<file path="src/rtl/clkPatternPkg.sv">
package clkPatternPkg;
  // Control command codes written to the control address
  localparam int CMD_LOAD = 1;
  localparam int CMD_RUN  = 2;

  // Strobes from control to datapath
  typedef struct packed {
    logic stage;    // write a staging word
    logic load;     // copy staging to active, index to 0
    logic advance;  // step the slot index
  } patStrobe_t;
endpackage

</file>
<file path="src/rtl/clkPatternCtrl.sv">
module clkPatternCtrl
  import clkPatternPkg::*;
#(
  parameter int DATA_W  = 32,
  parameter int ADDR_W  = 2,
  parameter int REG_CNT = 2
) (
  input  logic              clk,
  input  logic              rstN,
  input  logic              wrEn,
  input  logic [ADDR_W-1:0] wrAddr,
  input  logic [DATA_W-1:0] wrData,
  output patStrobe_t        strobes,
  output logic              running
);
  localparam logic [ADDR_W-1:0] CTRL_ADDR = ADDR_W'(REG_CNT);

  logic isCtrl;
  logic loadCmd;
  logic runCmd;

  always_comb begin
    isCtrl  = wrEn && (wrAddr == CTRL_ADDR);
    loadCmd = isCtrl && (wrData == DATA_W'(CMD_LOAD));
    runCmd  = isCtrl && (wrData == DATA_W'(CMD_RUN));
    strobes.stage   = wrEn && (int'(wrAddr) < REG_CNT);
    strobes.load    = loadCmd;
    strobes.advance = running && !loadCmd;
  end

  always_ff @(posedge clk or negedge rstN) begin
    if (!rstN) begin
      running <= 1'b1;
    end else if (loadCmd) begin
      running <= 1'b0;
    end else if (runCmd) begin
      running <= 1'b1;
    end
  end
endmodule

</file>
<file path="src/rtl/clkPatternData.sv">
module clkPatternData
  import clkPatternPkg::*;
#(
  parameter int          CHAR_W     = 10,
  parameter int          SLOTS      = 4,
  parameter int          STG_IDX_W  = 1,
  parameter int          SLOT_IDX_W = 2,
  parameter logic [31:0] RESET_WORD = 32'h001f001f,
  parameter int          HI_LSB     = 16
) (
  input  logic                  clk,
  input  logic                  rstN,
  input  patStrobe_t            strobes,
  input  logic [STG_IDX_W-1:0]  stageIdx,
  input  logic [CHAR_W-1:0]     loField,
  input  logic [CHAR_W-1:0]     hiField,
  output logic [SLOT_IDX_W-1:0] slotIdx,
  output logic [CHAR_W-1:0]     charOut
);
  localparam int REG_CNT = SLOTS / 2;
  localparam logic [CHAR_W-1:0] RESET_LO = RESET_WORD[CHAR_W-1:0];
  localparam logic [CHAR_W-1:0] RESET_HI = RESET_WORD[HI_LSB +: CHAR_W];
  localparam logic [SLOT_IDX_W-1:0] LAST_SLOT = SLOT_IDX_W'(SLOTS - 1);

  logic [CHAR_W-1:0] stageSlots  [SLOTS];
  logic [CHAR_W-1:0] activeSlots [SLOTS];

  for (genvar r = 0; r < REG_CNT; r++) begin : g_stage
    always_ff @(posedge clk or negedge rstN) begin
      if (!rstN) begin
        stageSlots[2*r]   <= RESET_LO;
        stageSlots[2*r+1] <= RESET_HI;
      end else if (strobes.stage && (int'(stageIdx) == r)) begin
        stageSlots[2*r]   <= loField;
        stageSlots[2*r+1] <= hiField;
      end
    end
  end

  for (genvar s = 0; s < SLOTS; s++) begin : g_active
    always_ff @(posedge clk or negedge rstN) begin
      if (!rstN) begin
        activeSlots[s] <= (s % 2 == 0) ? RESET_LO : RESET_HI;
      end else if (strobes.load) begin
        activeSlots[s] <= stageSlots[s];
      end
    end
  end

  always_ff @(posedge clk or negedge rstN) begin
    if (!rstN) begin
      slotIdx <= '0;
    end else if (strobes.load) begin
      slotIdx <= '0;
    end else if (strobes.advance) begin
      slotIdx <= (slotIdx == LAST_SLOT) ? '0 : slotIdx + 1'b1;
    end
  end

  assign charOut = activeSlots[slotIdx];
endmodule

</file>
<file path="src/rtl/clkPatternGen.sv">
module clkPatternGen
  import clkPatternPkg::*;
#(
  parameter int          CHAR_W     = 10,
  parameter int          SLOTS      = 4,
  parameter int          DATA_W     = 32,
  parameter int          ADDR_W     = 2,
  parameter int          HI_LSB     = 16,
  parameter logic [31:0] RESET_WORD = 32'h001f001f
) (
  input  logic              clk,
  input  logic              rstN,
  input  logic              wrEn,
  input  logic [ADDR_W-1:0] wrAddr,
  input  logic [DATA_W-1:0] wrData,
  output logic [CHAR_W-1:0] charOut
);
  localparam int REG_CNT    = SLOTS / 2;
  localparam int STG_IDX_W  = (REG_CNT > 1) ? $clog2(REG_CNT) : 1;
  localparam int SLOT_IDX_W = $clog2(SLOTS);

  patStrobe_t            strobes;
  logic                  running;
  logic [SLOT_IDX_W-1:0] slotIdx;

  clkPatternCtrl #(
    .DATA_W (DATA_W),
    .ADDR_W (ADDR_W),
    .REG_CNT(REG_CNT)
  ) i_ctrl (
    .clk    (clk),
    .rstN   (rstN),
    .wrEn   (wrEn),
    .wrAddr (wrAddr),
    .wrData (wrData),
    .strobes(strobes),
    .running(running)
  );

  clkPatternData #(
    .CHAR_W    (CHAR_W),
    .SLOTS     (SLOTS),
    .STG_IDX_W (STG_IDX_W),
    .SLOT_IDX_W(SLOT_IDX_W),
    .RESET_WORD(RESET_WORD),
    .HI_LSB    (HI_LSB)
  ) i_data (
    .clk     (clk),
    .rstN    (rstN),
    .strobes (strobes),
    .stageIdx(wrAddr[STG_IDX_W-1:0]),
    .loField (wrData[CHAR_W-1:0]),
    .hiField (wrData[HI_LSB +: CHAR_W]),
    .slotIdx (slotIdx),
    .charOut (charOut)
  );
endmodule

</file>
<file path="config.mk">
export PLATFORM = sky130hd
export DESIGN_NAME = clkPatternGen
export DESIGN_NICKNAME = d
export VERILOG_FILES = /design/src/rtl/clkPatternPkg.sv /design/src/rtl/clkPatternCtrl.sv /design/src/rtl/clkPatternData.sv /design/src/rtl/clkPatternGen.sv
export SDC_FILE = /design/constraint.sdc
export NUM_CORES = 1
export LEC_CHECK = 0
export ABC_AREA = 0
export BUFFER_PORTS_ARGS = -buffer_cell sky130_fd_sc_hd__buf_2
export CAP_MARGIN = 20
export CORE_UTILIZATION = 55
export CTS_BUF_LIST = sky130_fd_sc_hd__clkbuf_2
export CTS_CLUSTER_DIAMETER = 60
export DETAILED_ROUTE_END_ITERATION = 7
export PLACE_DENSITY = 0.82
export SETUP_SLACK_MARGIN = 0.4
export SLEW_MARGIN = 20
export SYNTH_ARGS = -nofsm -noshare
export SYNTH_HDL_FRONTEND = slang
export SYNTH_SLANG_ARGS = --single-unit
</file>
<file path="constraint.sdc">
create_clock -name clk -period 1.8 [get_ports clk]
set_clock_uncertainty 0.15 [all_clocks]
set_input_delay 0.18 -clock clk [delete_from_list [all_inputs] [get_ports clk]]
set_output_delay 0.18 -clock clk [all_outputs]
set_load 0.01 [all_outputs]
</file>
==> results of run 1 <==
-- metal layers --
metal	routed length (um)	up-vias
met4	206	0
met2	4850	87
met1	3700	1284
met5	0	-
met3	438	20
li1	-	1008
-- layout by cell type, fill, tap and decap left out, types with 2 or more instances in the layout --
| master | count |
|---|---|
| dfstp_2 | 41 |
| dfrtp_1 | 41 |
| mux2_4 | 40 |
| mux2_2 | 38 |
| buf_2 | 33 |
| buf_4 | 27 |
| dlygate4sd3_1 | 21 |
| buf_6 | 16 |
| mux4_2 | 10 |
| clkbuf_2 | 10 |
| nor4_4 | 6 |
| buf_12 | 5 |
| nand2_1 | 4 |
| nor2_1 | 4 |
| buf_8 | 4 |
| buf_16 | 3 |
| o21ai_0 | 2 |
| mux2i_1 | 2 |
| clkinv_1 | 2 |
| bufinv_16 | 2 |
-- kinds of logic after synthesis --
| kind of cell | Yosys count | share of synthesized area [%] |
|---|---|---|
| compound gates | 4 | 0.820 |
| fa+ha+maj | 1 | 0.357 |
| flops | 83 | 60.7 |
| mux | 90 | 32.0 |
| buf+inv | 12 | 2.18 |
| simple gates | 22 | 3.96 |
-- worst register-to-register path: cells and delay by family, from the launching register on --
family                     cells  cell delay (ns)
adders and majority gates      1             0.14
muxes                          1             0.15
buffers and inverters          2             0.29
DFF                            1             0.50
and+or+nand+nor                2             0.28
-- cell type report --
type	instances	area [um2]	share of cell area (%)
antenna	1	2.50	0.0505
clock buffer	10	50.0	1.01
clock inverter	6	80.1	1.62
inverter	2	7.51	0.152
multi-input combinational	117	1570	31.6
sequential	83	2130	43.0
tap	75	93.8	1.89
timing repair buffer	110	1030	20.7
-- where the power goes --
part           internal [W]  switching [W]
combinational      0.000247       0.000172
clock              0.000454       0.000630
sequential          0.00210       0.000108
-- worst paths after layout --
kind / cells past startpoint / slack (ns) / startpoint / to
min in group clk: 5 / 0.13 / wrAddr[1] / i_data.stageSlots[24]$_DFFE_PN1P_
worst max register to register: 6 / 0.23 / i_data.slotIdx[0]$_DFFE_PN0P_ / i_data.slotIdx[0]$_DFFE_PN0P_
max in group asynchronous: 3 / 1.09 / rstN / i_data.stageSlots[10]$_DFFE_PN1P_
worst min-delay path: 3 / 0.01 / rstN / i_data.stageSlots[35]$_DFFE_PN0P_
worst max-delay path: 3 / -0.37 / i_data.slotIdx[0]$_DFFE_PN0P_ / charOut[5]
worst min register to register: 2 / 0.39 / i_data.stageSlots[11]$_DFFE_PN1P_ / i_data.stageSlots[11]$_DFFE_PN1P_
-- registers in the layout, indices dropped and copies added (netlist names) --
signal	count
i_data.activeSlots	40
i_data.slotIdx	2
i_data.stageSlots	40
i_ctrl.running	1
-- per-stage QoR --
stage | cells | setup slack [ns]
2_1_floorplan | 212 | -0.0551
3_3_place_gp | 353 | -0.302
3_5_place_dp | 353 | -0.351
4_1_cts | 399 | -0.340
5_1_grt | 403 | -0.431
6_report | 404 | -0.366
-- what timing repair did --
action                                  4_1_cts  5_1_grt
buffers inserted                              5        3
endpoints found under the setup margin       50       51
gates cloned                                  4        1
gates resized for setup                      61       22
hold buffers                                 21        1
pin swaps                                     5        8
endpoints found under the hold margin       124        3
==> flow_summary.ini, run 1 <==
[status]
status = complete, but fails checks
violations = negative setup slack

[detailed_routing]
drc = 0
drt_iter0_drc = 131
vias = 2399
ant_nets = 0
wl_um = 9200
avgRoutedWirePerCell_um = 22.8
via_per_inst = 5.94
drt_pass1_iterations = 4

[die]
die_y_um = 81.9
core-area_um2 = 6030
die_area_um2 = 6700
die_x_um = 81.9
start_util_pct = 58.2
io_pins = 47
rows = 28

[global_routing]
gr-total-overflow = 0
grt_pass1_wl_um = 13100
grt_pass1_vias = 2476
busiest_layer = met2
met3_usage_pct = 6.44
antenna_found_initial = 0
grt_max_degree = 84
use_met1_pct = 35.1
met2_usage_pct = 45.5
grt_usage_pct = 27.8

[power]
p_leak_nw = 2.17
vdd_ir_drop_max_mv = 0.789
powerDensity_nw_per_um2 = 749
power_w = 0.00371

[clocking]
clockBufferDepth = 2
cts_root_buf = clkbuf_2
cts_tree = done
clock_latency_ns = 0.55
clk_pin_slew_ns = 0.24
cts_sinks = 83
numCtsBuffers = 9
h-tree-depth = 3

[placement]
port_buffers = 46
dp_hpwl_um = 4490
gp_congestion = 0.693
dpl_cell_area_um2 = 4100

[timing]
tightest_slew_ns = 0.425
finalHoldViolations = 0
period_needed_ns = 2.17
whs_ns = 0.0131
setup_viol = 30
tns_ns = -4.13
finalWorstSetupSlack_ns = -0.366
max_freq_mhz = 462
slew-limit-headroom_pct = 71.7
finalCritPeriodShare_pct = 120
rsz0062_at_grt = yes
drv_slew = 0

[final_layout]
nNetsFinal = 361
utilization_pct = 82.2
syn_to_final_growth_pct = 41.2
fillerInstances = 283
final_area_um2 = 4950
drive_gt1_share_pct = 74.7

[hold_path]
holdCritPathClass = primary input to async pin

[setup_path]
criticalPathCategory = flop to output pin
path_buf_inv = 2
max_stage_delay_ns = 0.54
critical_path.max_fanout = 6
cp.arrival_ns = 1.84
crit_chain = buf_12 > mux4_2 > buf_6
path_delay_family = multiplexers
start_kind = flop
required_ns = 1.47
end_kind = output pin
slowest_stage = mux4_2

[logic_synthesis]
synth.distinct_cells = 25
ys_seq_area_share_pct = 60.7
synth_top_area_cell = dfstp_2
ys_seq_elements = 83
yosysMostFrequentCell = mux2_2
syn-num-nets = 250
synthCells = 212
yosysWarnings = 0
async_flop_share_pct = 100
synth_top_area_share_pct = 30.7
avgSynthCellArea_um2 = 16.5
synth_area_leaders = dfstp_2, dfrtp_1, mux2_2
syn_area_um2 = 3510
ys_top_cells_by_count = mux2_2, dfrtp_1, dfstp_2
ys.flop_type = dfrtp_1
synth-edff-count = 0

[job]
maxCapViolCount = 0
Power figures use the tool's default switching activity.
==> inputs of run 2 (changes only) <==
REMOVE_ABC_BUFFERS = 1   (was unset)
==> flow_summary.ini, run 2 (synthesis results as in run 1) <==
[status]
status = complete, but fails checks
violations = negative setup slack

[clocking]
h-tree-depth = 3
numCtsBuffers = 9
clk_pin_slew_ns = 0.22
clockBufferDepth = 2
cts_sinks = 83
cts_root_buf = clkbuf_2
clock_latency_ns = 0.52
cts_tree = done

[detailed_routing]
wl_um = 8210
ant_nets = 0
drt_iter0_drc = 151
drc = 0
vias = 2279
avgRoutedWirePerCell_um = 20.5
drt_pass1_iterations = 4
via_per_inst = 5.70

[die]
rows = 28
die_x_um = 81.9
io_pins = 47
core-area_um2 = 6030
start_util_pct = 58.2
die_y_um = 81.9
die_area_um2 = 6700

[global_routing]
grt_usage_pct = 25.5
grt_pass1_wl_um = 12000
antenna_found_initial = 0
grt_pass1_vias = 2407
gr-total-overflow = 0
grt_max_degree = 84

[timing]
setup_viol = 10
slew-limit-headroom_pct = 71.7
finalWorstSetupSlack_ns = -0.361
max_freq_mhz = 463
rsz0062_at_grt = yes
finalCritPeriodShare_pct = 120
finalHoldViolations = 0
drv_slew = 0
tightest_slew_ns = 0.425
period_needed_ns = 2.16

[final_layout]
antenna_cells = 0
nNetsFinal = 358
drive_gt1_share_pct = 74.8
final_cells = 400
mostFrequentLayoutCells = dfstp_2, mux2_4, dfrtp_1
largest_registers = i_data.activeSlots (40), i_data.stageSlots (40), i_data.slotIdx (2)
final_area_um2 = 4810
utilization_pct = 79.9
syn_to_final_growth_pct = 37.2
final_common_cell = dfstp_2

[power]
vdd_ir_drop_max_mv = 0.635
p_leak_nw = 2.12
powerDensity_nw_per_um2 = 761

[placement]
dp_worst_setup_slack_ns = -0.358
dpl_cell_area_um2 = 4030
dp_hpwl_um = 4690
gp_congestion = 0.695
placedCellCount = 354
port_buffers = 46

[setup_path]
crit_start = i_data.slotIdx[0]$_DFFE_PN0P_
slowest_stage = mux4_2
criticalPathCategory = flop to output pin
worstReg2RegStart = i_data.slotIdx[1]$_DFFE_PN0P_
crit_chain = buf_6 > mux4_2 > buf_6
r2r_end = i_data.slotIdx[1]$_DFFE_PN0P_
max_stage_delay_ns = 0.53
worstSetupEndpoint = charOut[4]
end_kind = output pin
r2r_slack_ns = 0.43
start_kind = flop
cp.arrival_ns = 1.83
reg2reg_depth = 4
crit_path_frequent_cell = buf_6
required_ns = 1.47
critical_path.max_fanout = 5

[hold_path]
holdCritPathClass = primary input to async pin

[job]
maxCapViolCount = 0
run 2: how the worst min path moves through the flow:
stage | start | endpoint | slack [ns] | cells after the start
global placement | rstN | i_data.activeSlots[35]$_DFFE_PN0P_ | 0.09 | 2
CTS | wrEn | i_data.stageSlots[10]$_DFFE_PN1P_ | 0.03 | 4
global route | rstN | i_data.stageSlots[6]$_DFFE_PN0P_ | 0.07 | 3
detailed placement | rstN | i_data.stageSlots[35]$_DFFE_PN0P_ | 0.09 | 2
finish | rstN | i_data.stageSlots[37]$_DFFE_PN0P_ | 0.04 | 3
floorplan | rstN | i_data.activeSlots[15]$_DFFE_PN0P_ | -0.27 | 0
run 2: report_power, final:
group          total (W)  internal, W  switching, W
sequential       0.00219      0.00210     0.0000924
clock            0.00108     0.000469      0.000606
combinational   0.000397     0.000239      0.000158
total            0.00366      0.00281      0.000856
run 2: worst max-delay path, delay by kind of cell, from the launching register on:
kind                   cells  cell delay [ns]
multiplexers               1             0.53
buffers and inverters      2             0.30
flip-flops                 1             0.47
run 2: cell type report:
cell class                      count  area (um2)
Clock inverter                      4        67.6
Multi-Input combinational cell    117        1540
Clock buffer                       12        60.1
Sequential cell                    83        2130
Inverter                            2        7.51
Timing Repair Buffer              107         912
Fill cell                         316        1210
Tap cell                           75        93.8
run 2: through the flow:
| step | setup TNS (ns) | total power [W] | hold slack, ns |
|---|---|---|---|
| CTS | -3.42 | 0.00363 | 0.0266 |
| finish | -3.36 | 0.00366 | 0.0398 |
| global placement | -9.87 | 0.00252 | 0.0923 |
| floorplan | -51.23 | 0.00235 | -0.266 |
| detailed placement | -12.23 | 0.00254 | 0.0936 |
| global route | -4.00 | 0.00379 | 0.0651 |
run 2: what timing repair did:
item                                   CTS  global route
hold buffers                            21             1
endpoints found under the hold margin  124             3
pin swaps                                4             4
buffers inserted                         4             3
setup endpoints to repair               51            52
cloned                                   1             1
resized for setup                       38            51
run 2: metal layers:
layer	up-vias	share of wire (%)	wire (um)	GRT usage, %
li1	1003	-	-	-
met1	1207	43	3540	33.4
met2	54	51	4190	41.0
met3	15	4.0	329	4.89
met4	0	1.8	150	11.9
met5	-	0	0	0
